`src/rtl/vxs_pkg.sv`:
```
package vxs_pkg;
   typedef enum logic {
      SEQ_IDLE = 1'b0,
      SEQ_RUN  = 1'b1
   } vxs_state_e;
endpackage

```
`src/rtl/vxs_idx_map.sv`:
```
module vxs_idx_map #(
   parameter int ARCH_W = 5,
   parameter int IDX_W  = 7
) (
   input  logic              is_fp,
   input  logic [ARCH_W-1:0] arch,
   output logic [IDX_W-1:0]  phys
);
   localparam int FP_OFS = 1 << ARCH_W;

   generate
      if (IDX_W < ARCH_W + 1) begin : g_bad_width
         $error("vxs_idx_map: index space too small for two register banks");
      end
   endgenerate

   always_comb begin
      if (is_fp) phys = IDX_W'(FP_OFS) + IDX_W'(arch);
      else       phys = IDX_W'(arch);
   end
endmodule

```
`src/rtl/vxs_elem_gen.sv`:
```
module vxs_elem_gen #(
   parameter int IDX_W = 7,
   parameter int VL_W  = 7
) (
   input  logic             redir,
   input  logic [IDX_W-1:0] base,
   input  logic [IDX_W-1:0] scalar_idx,
   input  logic [VL_W-1:0]  elem,
   output logic [IDX_W-1:0] idx,
   output logic             ovf
);
   localparam int NREG  = 1 << IDX_W;
   localparam int SUM_W = ((IDX_W > VL_W) ? IDX_W : VL_W) + 1;

   logic [SUM_W-1:0] sum;
   logic             base_zero;

   assign base_zero = (base == '0);
   assign sum       = SUM_W'(base) + SUM_W'(elem);

   always_comb begin
      ovf = redir && !base_zero && (sum > SUM_W'(NREG - 1));
      if (!redir)         idx = scalar_idx;
      else if (base_zero) idx = '0;
      else                idx = sum[IDX_W-1:0];
   end
endmodule

```
`src/rtl/vxs_seq_ctrl.sv`:
```
module vxs_seq_ctrl
   import vxs_pkg::*;
#(
   parameter int VL_W = 7
) (
   input  logic            clk,
   input  logic            rst_n,
   input  logic            in_valid,
   input  logic [VL_W-1:0] count,
   input  logic            any_ovf,
   input  logic            out_ready,
   output logic            in_ready,
   output logic [VL_W-1:0] elem,
   output logic            out_valid,
   output logic            out_last,
   output logic            out_err
);
   vxs_state_e      state;
   logic [VL_W-1:0] cnt_q;

   assign in_ready  = (state == SEQ_IDLE);
   assign out_last  = (elem == cnt_q - VL_W'(1));
   assign out_valid = (state == SEQ_RUN) && !any_ovf;
   assign out_err   = (state == SEQ_RUN) && any_ovf;

   always_ff @(posedge clk or negedge rst_n) begin
      if (!rst_n) begin
         state <= SEQ_IDLE;
         elem  <= '0;
         cnt_q <= '0;
      end else begin
         case (state)
            SEQ_IDLE: begin
               if (in_valid && count != '0) begin
                  state <= SEQ_RUN;
                  elem  <= '0;
                  cnt_q <= count;
               end
            end
            SEQ_RUN: begin
               if (any_ovf) begin
                  state <= SEQ_IDLE;
               end else if (out_ready) begin
                  if (out_last) state <= SEQ_IDLE;
                  else          elem  <= elem + VL_W'(1);
               end
            end
            default: state <= SEQ_IDLE;
         endcase
      end
   end

   AST_ELEM_STRIDE: assert property (@(posedge clk) disable iff (!rst_n)
      (out_valid && out_ready && !out_last) |=> (elem == $past(elem) + VL_W'(1)));
   AST_ERR_SINGLE: assert property (@(posedge clk) disable iff (!rst_n)
      out_err |=> (!out_err && in_ready));
   AST_ERR_NO_VALID: assert property (@(posedge clk) disable iff (!rst_n)
      out_err |-> !out_valid);
   AST_LAST_RELEASE: assert property (@(posedge clk) disable iff (!rst_n)
      (out_valid && out_ready && out_last) |=> in_ready);
endmodule

```
`src/rtl/vxs_expander.sv`:
```
module vxs_expander
   import vxs_pkg::*;
#(
   parameter int NOPS   = 3,
   parameter int ARCH_W = 5,
   parameter int IDX_W  = 7,
   parameter int VL_W   = 7
) (
   input  logic                   clk,
   input  logic                   rst_n,
   input  logic                   in_valid,
   output logic                   in_ready,
   input  logic [VL_W-1:0]        in_vl,
   input  logic [NOPS-1:0]        in_fp,
   input  logic [NOPS*ARCH_W-1:0] in_arch,
   input  logic [NOPS-1:0]        in_redir,
   input  logic [NOPS*IDX_W-1:0]  in_base,
   output logic                   out_valid,
   input  logic                   out_ready,
   output logic [NOPS*IDX_W-1:0]  out_idx,
   output logic [VL_W-1:0]        out_elem,
   output logic                   out_last,
   output logic                   out_err
);
   generate
      if (NOPS < 1) begin : g_bad_nops
         $error("vxs_expander: need at least one operand");
      end
      if (VL_W < 1) begin : g_bad_vl
         $error("vxs_expander: vector length width must be positive");
      end
   endgenerate

   logic                  accept;
   logic [VL_W-1:0]       count;
   logic [NOPS-1:0]       redir_q;
   logic [NOPS*IDX_W-1:0] base_q;
   logic [NOPS*IDX_W-1:0] scal_q;
   logic [NOPS*IDX_W-1:0] scal_d;
   logic [NOPS-1:0]       ovf_vec;
   logic                  any_ovf;

   assign accept  = in_valid && in_ready;
   assign count   = (|in_redir) ? in_vl : VL_W'(1);
   assign any_ovf = |ovf_vec;

   genvar g;
   generate
      for (g = 0; g < NOPS; g++) begin : g_op
         vxs_idx_map #(.ARCH_W(ARCH_W), .IDX_W(IDX_W)) u_map (
            .is_fp (in_fp[g]),
            .arch  (in_arch[g*ARCH_W +: ARCH_W]),
            .phys  (scal_d[g*IDX_W +: IDX_W])
         );

         vxs_elem_gen #(.IDX_W(IDX_W), .VL_W(VL_W)) u_gen (
            .redir      (redir_q[g]),
            .base       (base_q[g*IDX_W +: IDX_W]),
            .scalar_idx (scal_q[g*IDX_W +: IDX_W]),
            .elem       (out_elem),
            .idx        (out_idx[g*IDX_W +: IDX_W]),
            .ovf        (ovf_vec[g])
         );
      end
   endgenerate

   always_ff @(posedge clk or negedge rst_n) begin
      if (!rst_n) begin
         redir_q <= '0;
         base_q  <= '0;
         scal_q  <= '0;
      end else if (accept) begin
         redir_q <= in_redir;
         base_q  <= in_base;
         scal_q  <= scal_d;
      end
   end

   vxs_seq_ctrl #(.VL_W(VL_W)) u_ctrl (
      .clk       (clk),
      .rst_n     (rst_n),
      .in_valid  (in_valid),
      .count     (count),
      .any_ovf   (any_ovf),
      .out_ready (out_ready),
      .in_ready  (in_ready),
      .elem      (out_elem),
      .out_valid (out_valid),
      .out_last  (out_last),
      .out_err   (out_err)
   );

   AST_BUSY_NOT_READY: assert property (@(posedge clk) disable iff (!rst_n)
      in_ready |-> (!out_valid && !out_err));
   AST_HOLD_STABLE: assert property (@(posedge clk) disable iff (!rst_n)
      (out_valid && !out_ready) |=> (out_valid && $stable(out_idx) && $stable(out_elem)));
   AST_START_ZERO: assert property (@(posedge clk) disable iff (!rst_n)
      (in_ready && !$past(in_ready)) |-> 1'b1 ##0 (!out_valid));
   AST_FIRST_ELEM: assert property (@(posedge clk) disable iff (!rst_n)
      (accept && count != '0) |=> ((out_valid || out_err) && out_elem == '0));
endmodule

```
`config.mk`:
```
export PLATFORM = sky130hd
export DESIGN_NAME = vxs_expander
export DESIGN_NICKNAME = d
export VERILOG_FILES = /design/src/rtl/vxs_pkg.sv /design/src/rtl/vxs_idx_map.sv /design/src/rtl/vxs_elem_gen.sv /design/src/rtl/vxs_seq_ctrl.sv /design/src/rtl/vxs_expander.sv
export SDC_FILE = /design/constraint.sdc
export NUM_CORES = 1
export LEC_CHECK = 0
export CAP_MARGIN = 10
export CORE_MARGIN = 3
export CORE_UTILIZATION = 23
export CTS_BUF_LIST = sky130_fd_sc_hd__clkbuf_16
export DETAILED_ROUTE_END_ITERATION = 12
export GPL_ROUTABILITY_DRIVEN = 0
export SETUP_SLACK_MARGIN = 0.1
export SYNTH_ARGS = -nofsm -noshare
export SYNTH_HDL_FRONTEND = slang
export SYNTH_SLANG_ARGS = --single-unit
```
`constraint.sdc`:
```
create_clock -name clk -period 2.47 [get_ports clk]
set_input_delay 0.494 -clock clk [delete_from_list [all_inputs] [get_ports clk]]
set_output_delay 0.494 -clock clk [all_outputs]
set_load 0.02 [all_outputs]
```
**Yosys cells after proc, flatten, opt, wreduce, memory -nomap -nowiden**

Index checks and enable logic that the tools add are counted.

- Add/sub/neg operators: 8
- Magnitude comparators: 3
- Equal/unequal tests: 5
- Multiplexer cells: 20
- Bitwise gates (word level): 1
- Reduce and logical (&&, ||, !) cells: 22

Operators by type and width:

| operator | count |
|---|---|
| $mux 7 | 14 |
| $add 7x7->8 | 3 |
| $gt 8x7->1 const B | 3 |
| $add 6x5->7 const A | 3 |
| $logic_not 7->1 | 3 |
| $pmux 7 s2 | 1 |
| $logic_and 1x1->1 | 10 |
| $add 7x1->7 const B | 1 |
| $eq 7x7->1 | 1 |
| $reduce_bool 7->1 | 1 |
| $sub 7x1->7 const B | 1 |
| $ne 2x2->1 const B | 3 |
| $reduce_or 3->1 | 2 |
| $logic_not 1->1 | 4 |
| $mux 1 | 4 |
| $reduce_and 4->1 | 1 |
| $ne 2x1->1 const B | 1 |
| $pmux 1 s2 | 1 |
| $reduce_and 2->1 | 1 |
| $not 1->1 | 1 |

- Register bits: 60
- Input port bits: 53
- Output and inout bits: 32
- Word-level logic and storage cells: 65

**Logic depth before layout (Yosys ltp)**

- Depth after elaboration: 7
- Mapped depth: 9
- Depth with buffers taken out: 9

**By module**

From an unflattened synthesis, not the netlist that was laid out.

- Cells, all modules: 387
- Area total of the unflattened synthesis: 4234.1 µm²

By module, submodules not included:

| module | instances | cells an instance | area each (µm²) | seq. area each (µm²) |
|---|---|---|---|---|
| vxs_expander | 1 | 104 | 1935.6 | 1126.1 |
| vxs_elem_gen | 3 | 55 | 402.9 | 0.0 |
| vxs_seq_ctrl | 1 | 94 | 920.9 | 375.4 |
| vxs_idx_map | 3 | 8 | 56.3 | 0.0 |

**Worst setup path after synthesis**

Ideal clock, no wire load.

- Kind: register to output
- From: register u_ctrl.elem[1]
- To: output port out_idx[20]
- Data arrival time: 2.335 ns
- Data required time: 1.976 ns
- Slack: -0.359 ns
- Stages on the path, launching flop included: 9
- Buffers on the path: 0
- Cells stage by stage: dfrtp_1 inv_1 fa_1 nor2b_1 o21ai_0 a21boi_0 o21ai_0 nor3b_1 nor3_1

- Cells in the longest elaborated chain, start to end: 3

Ends and longest elaborated chain:

| item | RTL line | source |
|---|---|---|
| start: declaration | vxs_seq_ctrl.sv:13 | `output logic [VL_W-1:0] elem,` |
| start signal: assignment | vxs_seq_ctrl.sv:45 | `else elem <= elem + VL_W'(1);` |
| $add 7x7->8 | vxs_elem_gen.sv:19 | `assign sum = SUM_W'(base) + SUM_W'(elem);` |
| $mux 7 | vxs_elem_gen.sv:24 | `else if (base_zero) idx = '0;` |
| $mux 7 | vxs_elem_gen.sv:23 | `if (!redir) idx = scalar_idx;` |
| end: declaration | vxs_expander.sv:20 | `output logic [NOPS*IDX_W-1:0] out_idx,` |

No other way between the ends.

**Worst setup path after layout**

- From: register u_ctrl.elem[0]
- To: output port out_idx[13]

The elaborated chain is that of the path after synthesis.

==> results.toml <==
[finish]
antenna_cells = 0
final_nets = 615
n_fill_cell = 1464
seq_area_um2 = 1430
stdcell_count = 752
area_growth_pct = 73.3
multiInputGateArea_um2 = 2610
fin_area_um2 = 6350
layout-drive-gt1-share_pct = 48.4

[detailed_routing]
drt_first_pass_iters = 4
drt_wl_total_mm = 12.1
wire_per_inst_um = 16.1
route.antenna.remaining_nets = 0
viasPerCell = 4.54
drc = 0
drt_iter0_drc = 161
num_vias = 3413

[die]
die-height_um = 132
die_x_um = 132
pin_count = 85
start_util_pct = 23.8
die_area_um2 = 17500
core_area_um2 = 15400
floorplan.rows = 45

[worst_setup_path]
required_ps = 1980
end_kind = "output pin"
critPathKind = "flop to output pin"
startpoint_type = "flop"
critical_path.max_fanout = 4
crit_arrival_ps = 2350

[synthesis]
synth.cells.most_frequent = "dfrtp_1 (57), mux2_2 (33), nand2_1 (28), o21ai_0 (24)"
syn_area_um2 = 3670
synthSimpleGateAreaFrac_pct = 12.0
yosys.area.top_type = "dfrtp_1"
synth_edf_count = 0
synth_compound_area_share_pct = 20.4
ys.flop_type = "dfrtp_1"
syn_nets = 426
muxShareOfSynthArea_pct = 11.0
ys_seq_elements = 57
syn_inst = 347
synth_top_family_by_area = "compound AO/OA/AOI/OAI gates"
yosys_warnings = 0
synth_most_common_cell = "dfrtp_1"
yosysSeqAreaShare_pct = 38.9
yosysUniqueCellTypes = 64
synth_area_leaders = "dfrtp_1 (39%), mux2_2 (10%), ha_1 (7.8%)"
syn_avg_cell_area_um2 = 10.6
synthArstFlopShare_pct = 100
synthAdderAreaFrac_pct = 9.48
yosys.area_share.xor_xnor_pct = 4.44
synth_top_area_share_pct = 38.9

[sta]
fin_setup_tns_ps = -4510
setup_ws_ps = -372
slew_headroom_pct = 68.2
tightestPinTransition_ps = 478
fin_crit_ps = 2840
setup_viol = 24
period_share_pct = 115
finalHoldViolations = 0
max_freq_mhz = 352
rsz0062_at_grt = "true"
fin_worst_hold_slack_ps = 121
drv_slew = 0
skew_ps = 8.83

[placement]
port_buffers = 84
dp_hpwl_mm = 8.81
dp.cells = 715
placed_area_um2 = 5440

[clock_network]
htreeDepth = 3
cts_buffers = 9
cts_buffer_depth = 2
cts_hold_buf = 0
clkTransAtPathRegs_ps = 50
clk_latency_ps = 330
clockRootBuffer = "clkbuf_16"
cts_tree = "done"
cts.sinks = 57

[status]
outcome = "finished, violations left"
failed_checks = "setup timing"

[min_path]
min_path_type = "input port to async pin"

[pwr]
ir_worst_vdd_uv = 821
p_clk_share_pct = 10.9
p_comb_share_pct = 70.3
seq_power_share_pct = 18.8
p_sw_mw = 4.09
p_sw_share_pct = 41.2
power_mw = 9.92
internal-power_mw = 5.84
powerDensity_nw_per_um2 = 1560
leakagePower_nw = 2.75

[grt]
grt_pass1_wl_mm = 19.5
grt_start_max_net_pins = 44
grt_usage_pct = 14.2
grt_antenna_before_repair = 0
grt_pass1_vias = 3767
grt-ovfl-total = 0

[job]
maxCapViolCount = 0
[cell families after synthesis]
logic type | count (synthesis)
AND/OR/NAND/NOR | 81
flip-flops | 57
adder cells (fa/ha/maj) | 26
XOR/XNOR | 17
multiplexers | 36
buffers and inverters | 35
AO/OA/AOI/OAI | 95
[through the flow]
stage | worst slack, ps | util, %
final | -372 | 41.2
after global routing | -474 | 41.2
after CTS | -448 | 40.1
after detailed placement | -599 | 35.2
after global placement | -532 | 35.2
after floorplan | -29.2 | -
[flip-flops by register name, summed over array words and instances, names as in the netlist]
signal / count
u_ctrl.elem: 7
u_ctrl.state: 1
scal_q: 18
u_ctrl.cnt_q: 7
redir_q: 3
base_q: 21
[placed cells by master (no fill, tap or decap), types with 4 or more instances in the layout]
cell and n:
a21o_1 5, a21oi_1 5, a21oi_2 6, a22o_1 6, buf_2 4, buf_4 96, buf_6 28, clkbuf_16 9
clkdlybuf4s50_1 59, dfrtp_1 51, dfrtp_2 6, ha_1 13, ha_4 7, inv_1 23, mux2_2 33, nand2_1 28
nand3_1 7, nor2_2 5, nor3_1 5, nor3_2 4, o21ai_0 16, o21ai_1 5, o21bai_1 5, xnor2_1 5
xor2_1 4
[power groups by stage]
| stage | clock (mW) | sequential [mW] | combinational [mW] |
|---|---|---|---|
| after detailed placement | 0 | 1.83 | 5.59 |
| after floorplan | 0 | 1.79 | 3.03 |
| final | 1.08 | 1.86 | 6.98 |
| after CTS | 1.11 | 1.86 | 6.55 |
| after global placement | 0 | 1.81 | 5.52 |
| after global routing | 1.15 | 1.93 | 7.51 |
[layer usage]
layer,vias to the layer above,GRT usage [%],routed length [um]
met5,-,0,0
met3,20,3.78,541
li1,1661,-,-
met2,85,24.5,6130
met1,1647,17.0,5180
met4,0,5.14,262
[final timing paths]
kind,startpoint,to,slack (ps),cells after the start
max,u_ctrl.elem[0]$_DFFE_PN0P_,out_idx[13],-370,9
min,rst_n,u_ctrl.elem[0]$_DFFE_PN0P_,120,1
max reg2reg,u_ctrl.elem[1]$_DFFE_PN0P_,u_ctrl.elem[6]$_DFFE_PN0P_,-50,10
min reg2reg,scal_q[9]$_DFFE_PN0P_,scal_q[9]$_DFFE_PN0P_,510,1
max in group asynchronous,rst_n,base_q[16]$_DFFE_PN0P_,1660,2
min in group clk,scal_q[9]$_DFFE_PN0P_,scal_q[9]$_DFFE_PN0P_,510,1
[area by class of cell]
type                            count  share of cell area (%)
Tap cell                          211                    4.15
Multi-Input combinational cell    255                    41.0
Inverter                           23                    1.36
Sequential cell                    57                    22.6
Timing Repair Buffer              190                    26.9
Clock inverter                      7                   0.492
Clock buffer                        9                    3.54
[critical path, cell delays in order (launching register included)]
cell,delay [ps]
dfrtp_2,470
ha_2,220
fa_2,340
a21o_1,170
a21oi_2,150
o21bai_1,80
a21oi_1,170
xnor2_1,140
and2_4,160
buf_4,130
[timing repair]
item	CTS	global route
gates cloned	1	0
endpoints found under the setup margin	32	31
resized for setup	203	28
setup buffers	17	6
endpoints found under the hold margin	0	0
pin swaps	42	26
Note: power is estimated with default switching activity, not from simulation.
